--- config.mk ---
export PLATFORM = sky130hd
export DESIGN_NAME = pin_router
export DESIGN_NICKNAME = d
export VERILOG_FILES = /design/src/rtl/pin_router.sv
export SDC_FILE = /design/constraint.sdc
export NUM_CORES = 1
export LEC_CHECK = 0
export BUFFER_PORTS_ARGS = -buffer_cell sky130_fd_sc_hd__buf_4
export CAP_MARGIN = 30
export CORE_MARGIN = 3
export CORE_UTILIZATION = 45
export CTS_BUF_LIST = sky130_fd_sc_hd__clkbuf_4 sky130_fd_sc_hd__clkbuf_8
export CTS_CLUSTER_SIZE = 24
export DETAILED_ROUTE_END_ITERATION = 12
export GPL_ROUTABILITY_DRIVEN = 0
export GPL_TIMING_DRIVEN = 0
export PLACE_DENSITY = 0.65
export SKIP_CTS_REPAIR_TIMING = 1
export SLEW_MARGIN = 10
export SYNTH_ARGS = -nofsm -noshare
export SYNTH_HDL_FRONTEND = slang
export SYNTH_SLANG_ARGS = --single-unit
--- constraint.sdc ---
create_clock -name clk -period 2.65 [get_ports clk]
set_clock_uncertainty 0.05 [all_clocks]
set_input_delay 0.1325 -clock clk [delete_from_list [all_inputs] [get_ports clk]]
set_output_delay 0.1325 -clock clk [all_outputs]
set_load 0.005 [all_outputs]
--- src/rtl/pin_router.sv ---
module pin_router #(
  parameter int NUM_SRCS  = 16,
  parameter int NUM_SINKS = 16,
  parameter int NUM_PADS  = 8
) (
  input  logic                 clk,
  input  logic                 rst_n,
  input  logic                 cfg_we,
  input  logic [$clog2(1+NUM_SINKS+NUM_PADS)-1:0] cfg_addr,
  input  logic [31:0]          cfg_wdata,
  output logic [31:0]          cfg_rdata,
  input  logic [NUM_SRCS-1:0]  unit_dout_i,
  input  logic [NUM_SRCS-1:0]  unit_doe_i,
  output logic [NUM_SINKS-1:0] unit_din_o,
  output logic [NUM_PADS-1:0]  pad_dout_o,
  output logic [NUM_PADS-1:0]  pad_doe_o,
  input  logic [NUM_PADS-1:0]  pad_din_i
);

  localparam int IN_SEL_W  = $clog2(NUM_PADS + 2);
  localparam int OUT_SEL_W = $clog2(NUM_SRCS + 3);
  localparam int IN_BASE   = 1;
  localparam int OUT_BASE  = 1 + NUM_SINKS;

  logic                 lock_en_q;
  logic [IN_SEL_W-1:0]  in_sel_q  [NUM_SINKS];
  logic [OUT_SEL_W-1:0] out_sel_q [NUM_PADS];

  wire unused_wdata = ^cfg_wdata;

  always_ff @(posedge clk or negedge rst_n) begin
    if (!rst_n) begin
      lock_en_q <= 1'b1;
      for (int i = 0; i < NUM_SINKS; i++) in_sel_q[i] <= '0;
      for (int p = 0; p < NUM_PADS; p++) out_sel_q[p] <= OUT_SEL_W'(2);
    end else if (cfg_we) begin
      if (int'(cfg_addr) == 0 && !cfg_wdata[0]) lock_en_q <= 1'b0;
      if (lock_en_q) begin
        for (int i = 0; i < NUM_SINKS; i++)
          if (int'(cfg_addr) == IN_BASE + i) in_sel_q[i] <= cfg_wdata[IN_SEL_W-1:0];
        for (int p = 0; p < NUM_PADS; p++)
          if (int'(cfg_addr) == OUT_BASE + p) out_sel_q[p] <= cfg_wdata[OUT_SEL_W-1:0];
      end
    end
  end

  always_comb begin
    cfg_rdata = '0;
    if (int'(cfg_addr) == 0) cfg_rdata[0] = lock_en_q;
    for (int i = 0; i < NUM_SINKS; i++)
      if (int'(cfg_addr) == IN_BASE + i) cfg_rdata = 32'(in_sel_q[i]);
    for (int p = 0; p < NUM_PADS; p++)
      if (int'(cfg_addr) == OUT_BASE + p) cfg_rdata = 32'(out_sel_q[p]);
  end

  for (genvar gi = 0; gi < NUM_SINKS; gi++) begin : g_sink
    always_comb begin
      unit_din_o[gi] = (int'(in_sel_q[gi]) == 1);
      for (int k = 0; k < NUM_PADS; k++)
        if (int'(in_sel_q[gi]) == k + 2) unit_din_o[gi] = pad_din_i[k];
    end


    const_one_chk: assert property (@(posedge clk) disable iff (!rst_n)
      (int'(in_sel_q[gi]) == 1) |-> unit_din_o[gi]);


    sink_range_chk: assert property (@(posedge clk) disable iff (!rst_n)
      (int'(in_sel_q[gi]) >= NUM_PADS + 2) |-> !unit_din_o[gi]);


    sink_frozen_chk: assert property (@(posedge clk) disable iff (!rst_n)
      !lock_en_q |=> $stable(in_sel_q[gi]));
  end

  for (genvar gp = 0; gp < NUM_PADS; gp++) begin : g_pad
    always_comb begin
      pad_dout_o[gp] = (int'(out_sel_q[gp]) == 1);
      pad_doe_o[gp]  = (int'(out_sel_q[gp]) < 2);
      for (int k = 0; k < NUM_SRCS; k++)
        if (int'(out_sel_q[gp]) == k + 3) begin
          pad_dout_o[gp] = unit_dout_i[k];
          pad_doe_o[gp]  = unit_doe_i[k];
        end
    end


    hiz_chk: assert property (@(posedge clk) disable iff (!rst_n)
      (int'(out_sel_q[gp]) == 2) |-> (!pad_doe_o[gp] && !pad_dout_o[gp]));


    const_drive_chk: assert property (@(posedge clk) disable iff (!rst_n)
      (int'(out_sel_q[gp]) < 2) |-> pad_doe_o[gp]);


    pad_range_chk: assert property (@(posedge clk) disable iff (!rst_n)
      (int'(out_sel_q[gp]) >= NUM_SRCS + 3) |-> (!pad_doe_o[gp] && !pad_dout_o[gp]));


    pad_frozen_chk: assert property (@(posedge clk) disable iff (!rst_n)
      !lock_en_q |=> $stable(out_sel_q[gp]));
  end


  lock_sticky_chk: assert property (@(posedge clk) disable iff (!rst_n)
    !lock_en_q |=> !lock_en_q);

endmodule

==> metrics, run 1 <==
status finished clean; Mapped Cells ~1,200; Worst-path clk slew around 110 ps; Max Cap Violations 0; Distinct cells, synth 76; reg-to-reg endpoint in_sel_q[43]; share of the synthesized area in the top cell type about 24%; clock latency on the worst-skew pair 370 ps; vias per cell 6.56; final worst slack between 70 and 80 ps; antenna-violating nets left 0; main flop type after synthesis dfrtp_1; number of flops mapped to enable cells by yosys 0; CTS Sinks 105; GRT Residual Overflow 0; vias 10,200; Setup crit start kind flip-flop; CTS tree done; first-pass GRT wire length 56.1 mm; Routed WL per cell 24.0 µm; Final setup viols 0; sequential share of the synthesized area 26.6%; Ys Warns 0; CP Data Arrival Time 2390 ps; Root Driver clkbuf_8; final design utilization between 50% and 60%; num rows 53; worst hold path type primary input to flip-flop; largest area contributor in the netlist dfrtp_1; P&R area growth vs syn 12.8%; LEAKAGE 4.67 nW; most frequent cells in the layout buf_4 (113), mux2_2 (113), dfrtp_1 (96); period utilization a little over nine tenths; Num CTS Buffers 9; asr flop ratio synth 100%; Die Span Y 154 µm; All-Layer GR Usage between 30% and 40%; initial drt markers 1,244; Antenna Cells 0; final setup TNS 0 ps; Post-route DRC 0; Hold EP out_sel_q[4]; vias in the first global route 9,291; number of antenna violations at the first check in global routing 0; ranking of synthesized cells by area dfrtp_1 (24%), mux2_2 (13%), mux4_2 (6.1%); I/O pin count between 100 and 150; maximum clock insertion buffer count 2; flop-to-flop setup slack 420 ps; dpl cells 1,536; drt total wl 37.2 mm; CP required between 2000 and 2500 ps; Yosys reg bits 105; 1st-pass router iterations 6; power density over cell area 286 nW/µm²; CP endpoint kind primary output; Hold Startpoint cfg_wdata[4]; Fmax 0.388 GHz; Layout Cells excl Fill between 1,500 and 2,000; I/O Buffers just under 80; die area 23,800 µm²; area of the mapped netlist roughly 10000 µm²; detailed placement HPWL 26.4 mm; number of nets in the layout 1,351; syn avg cell area about 8.6 µm²; H-Tree Depth 3; hold depth 2; core area 21,400 µm²; Final Critical Period between 2000 and 3000 ps; Starting Density a little under half; share of layout cells above drive strength 1 28.3%; Slew Limit Fails 0; Die Wd 154 µm; R2R depth 4; worst setup path class flip-flop to primary output; Final Hold Fails 0; Slew @ Worst Pin a little under 800 ps; Crit Path Max Fanout 10; Slew HR 47.4%; largest net degree at the start of global routing 106; RR Startpoint lock_en_q; Max VDD drop 310 µV; pre-CTS setup slack 328 ps; Tot Pwr 3.20 mW
## cell type report
class	count	area [µm²]
tap	275	344
timing repair buffer	79	619
sequential	105	2640
multi-input combinational	921	6580
clock buffer	11	139
clock inverter	5	40.0
inverter	36	139
buffer	119	673
fill	2058	10200
## kinds of logic (layout without fill, tap and decap cells)
group,after synthesis,after routing,synth area share (%)
AOI/OAI and AO/OA,364,364,23.7
and+or+nand+nor,348,348,18.3
muxes,182,182,23.2
buffers and inverters,158,250,8.14
DFF,105,105,26.6
other,1,27,0.0379
## per-layer routing
layer | share of wire (%) | vias up | GRT usage (%)
met4 | 5.7 | 0 | 15.9
met3 | 11 | 142 | 5.09
met5 | 0 | - | 0
met2 | 44 | 699 | 46.2
met1 | 39 | 4812 | 40.6
li1 | - | 4527 | -
## metrics by stage
| stage | hold WS [ps] | area [µm²] |
|---|---|---|
| finish | 15.3 | 11200 |
| global route | 9.78 | 11200 |
| CTS | -126 | 11100 |
| detailed placement | 275 | 10900 |
| global placement | 411 | 10900 |
| floorplan | -213 | 10000 |
## worst max-delay path, stage by stage (launching register included)
cell and delay (ps):
dfstp_2 580, clkbuf_2 220, o22ai_1 110, a2111oi_1 490, nor3_1 100, a211oi_1 330
buf_4 180
## power by group
group,switching [mW],leakage [nW],total (mW),internal (mW)
registers,0,1.38,1.60,1.60
clock network,0.585,0.0834,0.956,0.371
logic,0.413,3.21,0.637,0.224
total,0.999,4.67,3.20,2.20
## registers in the layout, indices dropped and copies added (netlist names)
signal / cells
in_sel_q: 64
out_sel_q: 40
lock_en_q: 1
## worst max path at each step
stage	end	depth (start not counted)	slack, ps	start
after global routing	pad_doe_o[5]	6	-6	out_sel_q[11]
after global placement	pad_doe_o[5]	6	300	out_sel_q[11]
after detailed placement	pad_doe_o[5]	6	330	out_sel_q[11]
after CTS	pad_doe_o[5]	6	-80	out_sel_q[11]
final	pad_doe_o[5]	6	70	out_sel_q[11]
after floorplan	pad_doe_o[1]	7	810	out_sel_q[31]
## cell usage after synthesis, types with 8 or more instances
master	instances
buf_4	36
buf_2	38
inv_1	34
mux2i_1	42
o22ai_1	44
a22oi_1	10
nand3_1	26
a211o_1	10
nor2b_1	28
a31oi_1	11
dfrtp_1	96
o31ai_1	9
nor2_1	84
nand3b_1	17
a211oi_1	18
nand2_1	86
nor3_1	20
a21oi_1	79
nand2b_1	26
dfstp_2	9
mux4_2	27
mux2_2	113
nand4b_1	8
clkbuf_1	41
o21ai_0	94
Power figures use the tool's default switching activity.
==> run 2, diff against run 1 <==
Settings changed: ABC_CLOCK_PERIOD_IN_PS from default to 2650, SETUP_SLACK_MARGIN from default to 0.2.
==> run 2 against run 1 <==
Net effect:
- final cell count grew 0.64%
- maximum frequency grew 2.5%
- combinational power grew 0.8%
- sequential power is essentially flat
- first-iteration DRC count shrank 6.6%
- worst setup slack gained 62 ps
- worst hold slack is essentially flat
- critical path depth grew 1
- design area grew 2.5%
- total power grew 0.26%
- via count grew 0.67%
- clock power grew 0.4%
- critical path type unchanged
==> metrics, run 2 (same netlist as run 1, synthesis figures left out) <==
Crit Path Max Fanout 4 (-6); All-Layer GR Usage 30.0% (unchanged); CP endpoint kind primary output; met2 routed WL 16.9 mm (+2.0%); first-pass GRT wire length 56.1 mm (unchanged); CTS tree done; CP required 2470 ps (about the same); pre-CTS setup slack 328 ps (unchanged); worst setup path class flip-flop to primary output; dpl cells 1,536 (unchanged); fill count 2,030 (-1.4%); most common cell after layout, fill and taps aside buf_4; num rows 53 (unchanged); Sw Share 31.4% (+0.12 points); CP Data Arrival Time 2330 ps (-60 ps); RSZ-0062 raised after global routing yes; critical path's top delay family compound AO/OA/AOI/OAI gates; initial drt markers 1,162 (-6.6%); share of layout cells above drive strength 1 31.6% (+3.4 points); Die Wd 154 µm (unchanged); CP Cell Sequence mux4_2, nand2_2, o21ai_2, a32oi_1, o21ai_1, a221o_1, buf_4; power density over cell area 280 nW/µm² (-2.2%); wl on met1 14.8 mm (+2.3%); Regs by FF count in_sel_q (64), out_sel_q (40), lock_en_q (1); hold slack 14.9 ps (-0.386 ps); Post-route DRC 0 (unchanged); Slew HR 48.3% (+0.82 points); drt total wl 37.5 mm (+0.85%); core area 21,400 µm² (unchanged); Biggest register in_sel_q; switching power 1.01 mW (+0.66%); most frequent cells in the layout buf_4 (127), mux2_2 (113), o21ai_0 (93); max FFs per register 64 (unchanged); Max stage delay on crit path 490 ps (-90 ps); worst hold path type primary input to flip-flop; Final Critical Period 2510 ps (-62.4 ps); CP max stage cell mux4_2; status finished clean; vias in the first global route 9,291 (unchanged); Layout Cells excl Fill 1,561 (+0.64%); Max Used Layer met5; clock latency on the worst-skew pair 370 ps (about the same); 1st-pass router iterations 7 (+1); CTS Sinks 105 (unchanged); Max VDD drop 315 µV (+1.6%); I/O pin count 144 (unchanged); Fmax 0.398 GHz (+2.5%); Root Driver clkbuf_8; Worst Path Buf+Inv 1 (-1); vias 10,200 (+0.67%); Worst-path clk slew 110 ps (about the same); antenna-violating nets left 0 (unchanged); final design utilization 53.7% (+1.3 points); die area 23,800 µm² (unchanged); Reg power frac 50.0% (about the same); Routed WL per cell 24.0 µm (+0.21%); final setup TNS 0 ps (unchanged); Setup crit start kind flip-flop; Int Pwr 2.20 mW (about the same); H-Tree Depth 3 (unchanged); GRT Residual Overflow 0 (unchanged); share of total power in combinational logic 20.0% (about the same); Max Cap Violations 0 (unchanged); largest net degree at the start of global routing 106 (unchanged); Num CTS Buffers 9 (unchanged); Slew @ Worst Pin 776 ps (-12.3 ps); Starting Density 46.4% (unchanged); period utilization 94.9% (-2.4 points); metal3 WL 3.81 mm (-6.4%); Final setup viols 0 (unchanged); final worst slack 136 ps (+62.4 ps); LEAKAGE 4.73 nW (+1.3%); Slew Limit Fails 0 (unchanged); number of antenna violations at the first check in global routing 1 (+1); Die Span Y 154 µm (unchanged); Antenna Cells 0 (unchanged); maximum clock insertion buffer count 2 (unchanged); Clk pwr share 30.0% (about the same); detailed placement HPWL 26.4 mm (unchanged); number of nets in the layout 1,361 (+0.74%); vias per cell 6.57 (about the same); Final Hold Fails 0 (unchanged); P&R area growth vs syn 15.7%; I/O Buffers 77 (unchanged)
-- run 2: power groups by stage --
stage / Sequential (mW) / Combinational, mW / Clock [mW]
4_1_cts: 1.60 / 0.612 / 0.967
5_1_grt: 1.60 / 0.674 / 1.03
3_5_place_dp: 1.63 / 0.610 / 0
2_1_floorplan: 1.63 / 0.303 / 0
3_3_place_gp: 1.63 / 0.609 / 0
6_report: 1.60 / 0.642 / 0.960
-- run 2: final timing paths --
kind | depth (start not counted) | slack (ps) | end | startpoint
worst max register to register | 4 | 420 | in_sel_q[43] | lock_en_q
worst min register to register | 1 | 460 | lock_en_q | lock_en_q
max in group asynchronous | 3 | 1660 | lock_en_q | rst_n
worst min-delay path | 2 | 10 | out_sel_q[4] | cfg_wdata[4]
worst max-delay path | 7 | 140 | cfg_rdata[1] | in_sel_q[37]
min in group asynchronous | 2 | 180 | in_sel_q[12] | rst_n
-- run 2: area by class of cell --
cell class,count,area (µm²),area share [%]
multi-input cells,921,6710,58.6
flip-flops and latches,105,2650,23.1
plain buffers,121,758,6.62
repair buffers,87,679,5.93
well taps,275,344,3.00
clock buffers,11,139,1.21
inverters,36,139,1.21
clock inverters,5,40.0,0.349
-- run 2: per-stage QoR --
stage,cell area (µm²),total power [mW]
floorplan,10000,1.94
global placement,10900,2.24
detailed placement,10900,2.24
CTS,11100,3.18
global route,11500,3.30
finish,11500,3.20
-- run 2: worst reg2reg max path, cell delays in order, from the launching register on --
cell and delay (ps):
dfstp_2 560, and2_1 330, nand2_1 380, nor2_1 440, mux2_2 380
-- run 2: per-layer routing --
| metal | global-route usage (%) | vias up |
|---|---|---|
| met5 | 0 | - |
| met4 | 15.9 | 2 |
| met3 | 5.09 | 144 |
| met2 | 46.2 | 722 |
| met1 | 40.6 | 4818 |
| li1 | - | 4562 |
==> run 3, diff against run 2 <==
Settings changed: RECOVER_POWER from default to 50.
==> run 3 against run 2 <==
Net effect:
- maximum frequency up 0.49%
- largest cell class unchanged
- worst setup slack improved by 12 ps
- global-route usage is the same
- flip-flop and latch count unchanged
- worst hold slack lost 5.8 ps
- design area is 0.45% lower
- first-iteration DRC count up 11%
- critical path type is now flip-flop to flip-flop
- count of clock-buffer cells in the layout unchanged
- total power hardly changed
- utilization is 0.24 points lower
- final cell count unchanged
==> metrics, run 3 (same netlist as run 1, synthesis figures left out) <==
status finished clean; Int Pwr 2.19 mW (-0.21%); max FFs per register 64 (unchanged); detailed placement HPWL 26.4 mm (unchanged); Biggest register in_sel_q; storage element area 2650 µm² (about the same); share of layout cells above drive strength 1 30.9% (-0.70 points); CTS Sinks 105 (unchanged); clock latency on the worst-skew pair 370 ps (about the same); CP Data Arrival Time 2730 ps (+400 ps); Final Hold Fails 0 (unchanged); share of total power in combinational logic 19.8% (-0.2 points); I/O pin count 144 (unchanged); Max stage delay on crit path 640 ps (+150 ps); Final setup viols 0 (unchanged); I/O Buffers 77 (unchanged); met2 routed WL 16.7 mm (-0.74%); CP max stage cell nor3_1; pre-CTS setup slack 328 ps (unchanged); worst hold path type primary input to flip-flop; metal3 WL 3.83 mm (+0.55%); vias per cell 6.54 (-0.37%); Slew Limit Fails 0 (unchanged); Worst Path Buf+Inv 0 (-1); Die Span Y 154 µm (unchanged); initial drt markers 1,290 (+11%); Slew HR 25.9% (-22 points); Fmax 0.400 GHz (+0.49%); Worst-path clk slew 110 ps (about the same); Die Wd 154 µm (unchanged); Root Driver clkbuf_8; Clk pwr share 30.2% (+0.2 points); number of antenna violations at the first check in global routing 1 (unchanged); LEAKAGE 4.72 nW (-0.23%); CP Depth 4 (-3); most common cell after layout, fill and taps aside buf_4; Layout Cells excl Fill 1,561 (unchanged); hold depth 2 (unchanged); final design utilization 53.4% (-0.24 points); switching power 1.01 mW (+0.37%); vias 10,200 (-0.37%); CTS tree done; CP required 2870 ps (+400 ps); Antenna Cells 0 (unchanged); All-Layer GR Usage 30.0% (unchanged); Hold Startpoint cfg_wdata[4]; Setup crit start lock_en_q; H-Tree Depth 3 (unchanged); Crit Path Max Fanout 6 (+2); most frequent cells in the layout buf_4 (127), mux2_2 (113), o21ai_0 (93); Max Used Layer met5; Cell Area, Placed 10,900 µm² (unchanged); area occupied by multi-input gates 6690 µm² (-0.34%); Max Cap Violations 0 (unchanged); drt total wl 37.5 mm (-0.13%); critical path's top delay family simple AND/OR/NAND/NOR gates; Num CTS Buffers 9 (unchanged); worst setup path class flip-flop to flip-flop; P&R area growth vs syn 15.2%; CP Cell Sequence and2_0, nand3_1, nor3_1, mux2_2; first-pass GRT wire length 56.1 mm (unchanged); R2R depth 4 (unchanged); core area 21,400 µm² (unchanged); final setup TNS 0 ps (unchanged); Final Critical Period 2500 ps (-12.3 ps); vias in the first global route 9,291 (unchanged); Reg power frac 50.0% (about the same); die area 23,800 µm² (unchanged); CP endpoint kind flip-flop; Routed WL per cell 24.0 µm (-0.13%); Setup crit start kind flip-flop; wl on met1 14.8 mm (about the same); RSZ-0062 raised after global routing yes; Max VDD drop 312 µV (-0.95%); final worst slack 148 ps (+12.3 ps); period utilization 94.4% (-0.47 points); number of nets in the layout 1,361 (unchanged); dpl cells 1,536 (unchanged); 1st-pass router iterations 5 (-2); GRT Residual Overflow 0 (unchanged); fill count 2,036 (+0.30%); antenna-violating nets left 0 (unchanged); Regs by FF count in_sel_q (64), out_sel_q (40), lock_en_q (1); Post-route DRC 0 (unchanged); Starting Density 46.4% (unchanged); num rows 53 (unchanged); power density over cell area 281 nW/µm² (+0.42%); maximum clock insertion buffer count 2 (unchanged); post-layout instance area 11,400 µm² (-0.45%); RR Startpoint lock_en_q; Slew @ Worst Pin 1110 ps (+336 ps); largest net degree at the start of global routing 106 (unchanged); Sw Share 31.5% (+0.12 points)
-- run 3: changes by cell type in the layout (fill, tap and decap cells not counted), moves of 2 or more --
cell,previous run,this run
nand3_2,2,0
and2_0,0,3
nand3_1,26,28
dfrtp_1,88,90
nor2_2,8,6
dfrtp_2,8,6
and2_1,5,2
nor2_1,83,85
-- run 3: worst paths after layout --
check / to / slack, ps
setup / recovery: in_sel_q[28] / 150
hold / removal: out_sel_q[4] / 9
setup reg to reg: in_sel_q[28] / 150
hold reg to reg: lock_en_q / 480
max in group asynchronous: out_sel_q[15] / 540
min in group asynchronous: in_sel_q[12] / 430
-- run 3: through the flow --
stage                     total power, mW  hold WS (ps)
after floorplan                      1.94          -213
after CTS                            3.18          -126
after global routing                 3.30          9.82
after detailed placement             2.24           275
after global placement               2.24           411
final                                3.20          9.12
-- run 3: worst register-to-register path, cell delays in order, from the launching register on --
cell     delay (ps)
dfstp_1         560
and2_0          370
nand3_1         370
nor3_1          640
mux2_2          410
-- run 3: final cells by class --
type                    instances  area share [%]
well taps                     275            3.02
plain buffers                 121            6.65
flip-flops and latches        105            23.2
inverters                      36            1.22
clock buffers                  11            1.22
repair buffers                 87            5.73
multi-input cells             921            58.6
clock inverters                 5           0.351
-- run 3: power groups by stage --
stage / registers [mW] / clock network [mW] / logic (mW)
2_1_floorplan: 1.63 / 0 / 0.303
3_3_place_gp: 1.63 / 0 / 0.609
3_5_place_dp: 1.63 / 0 / 0.610
4_1_cts: 1.60 / 0.967 / 0.612
5_1_grt: 1.60 / 1.03 / 0.667
6_report: 1.60 / 0.966 / 0.635
-- run 3: per-layer routing --
| layer | vias up | global-route usage (%) |
|---|---|---|
| met5 | - | 0 |
| met4 | 2 | 15.9 |
| li1 | 4561 | - |
| met2 | 677 | 46.2 |
| met1 | 4821 | 40.6 |
| met3 | 149 | 5.09 |
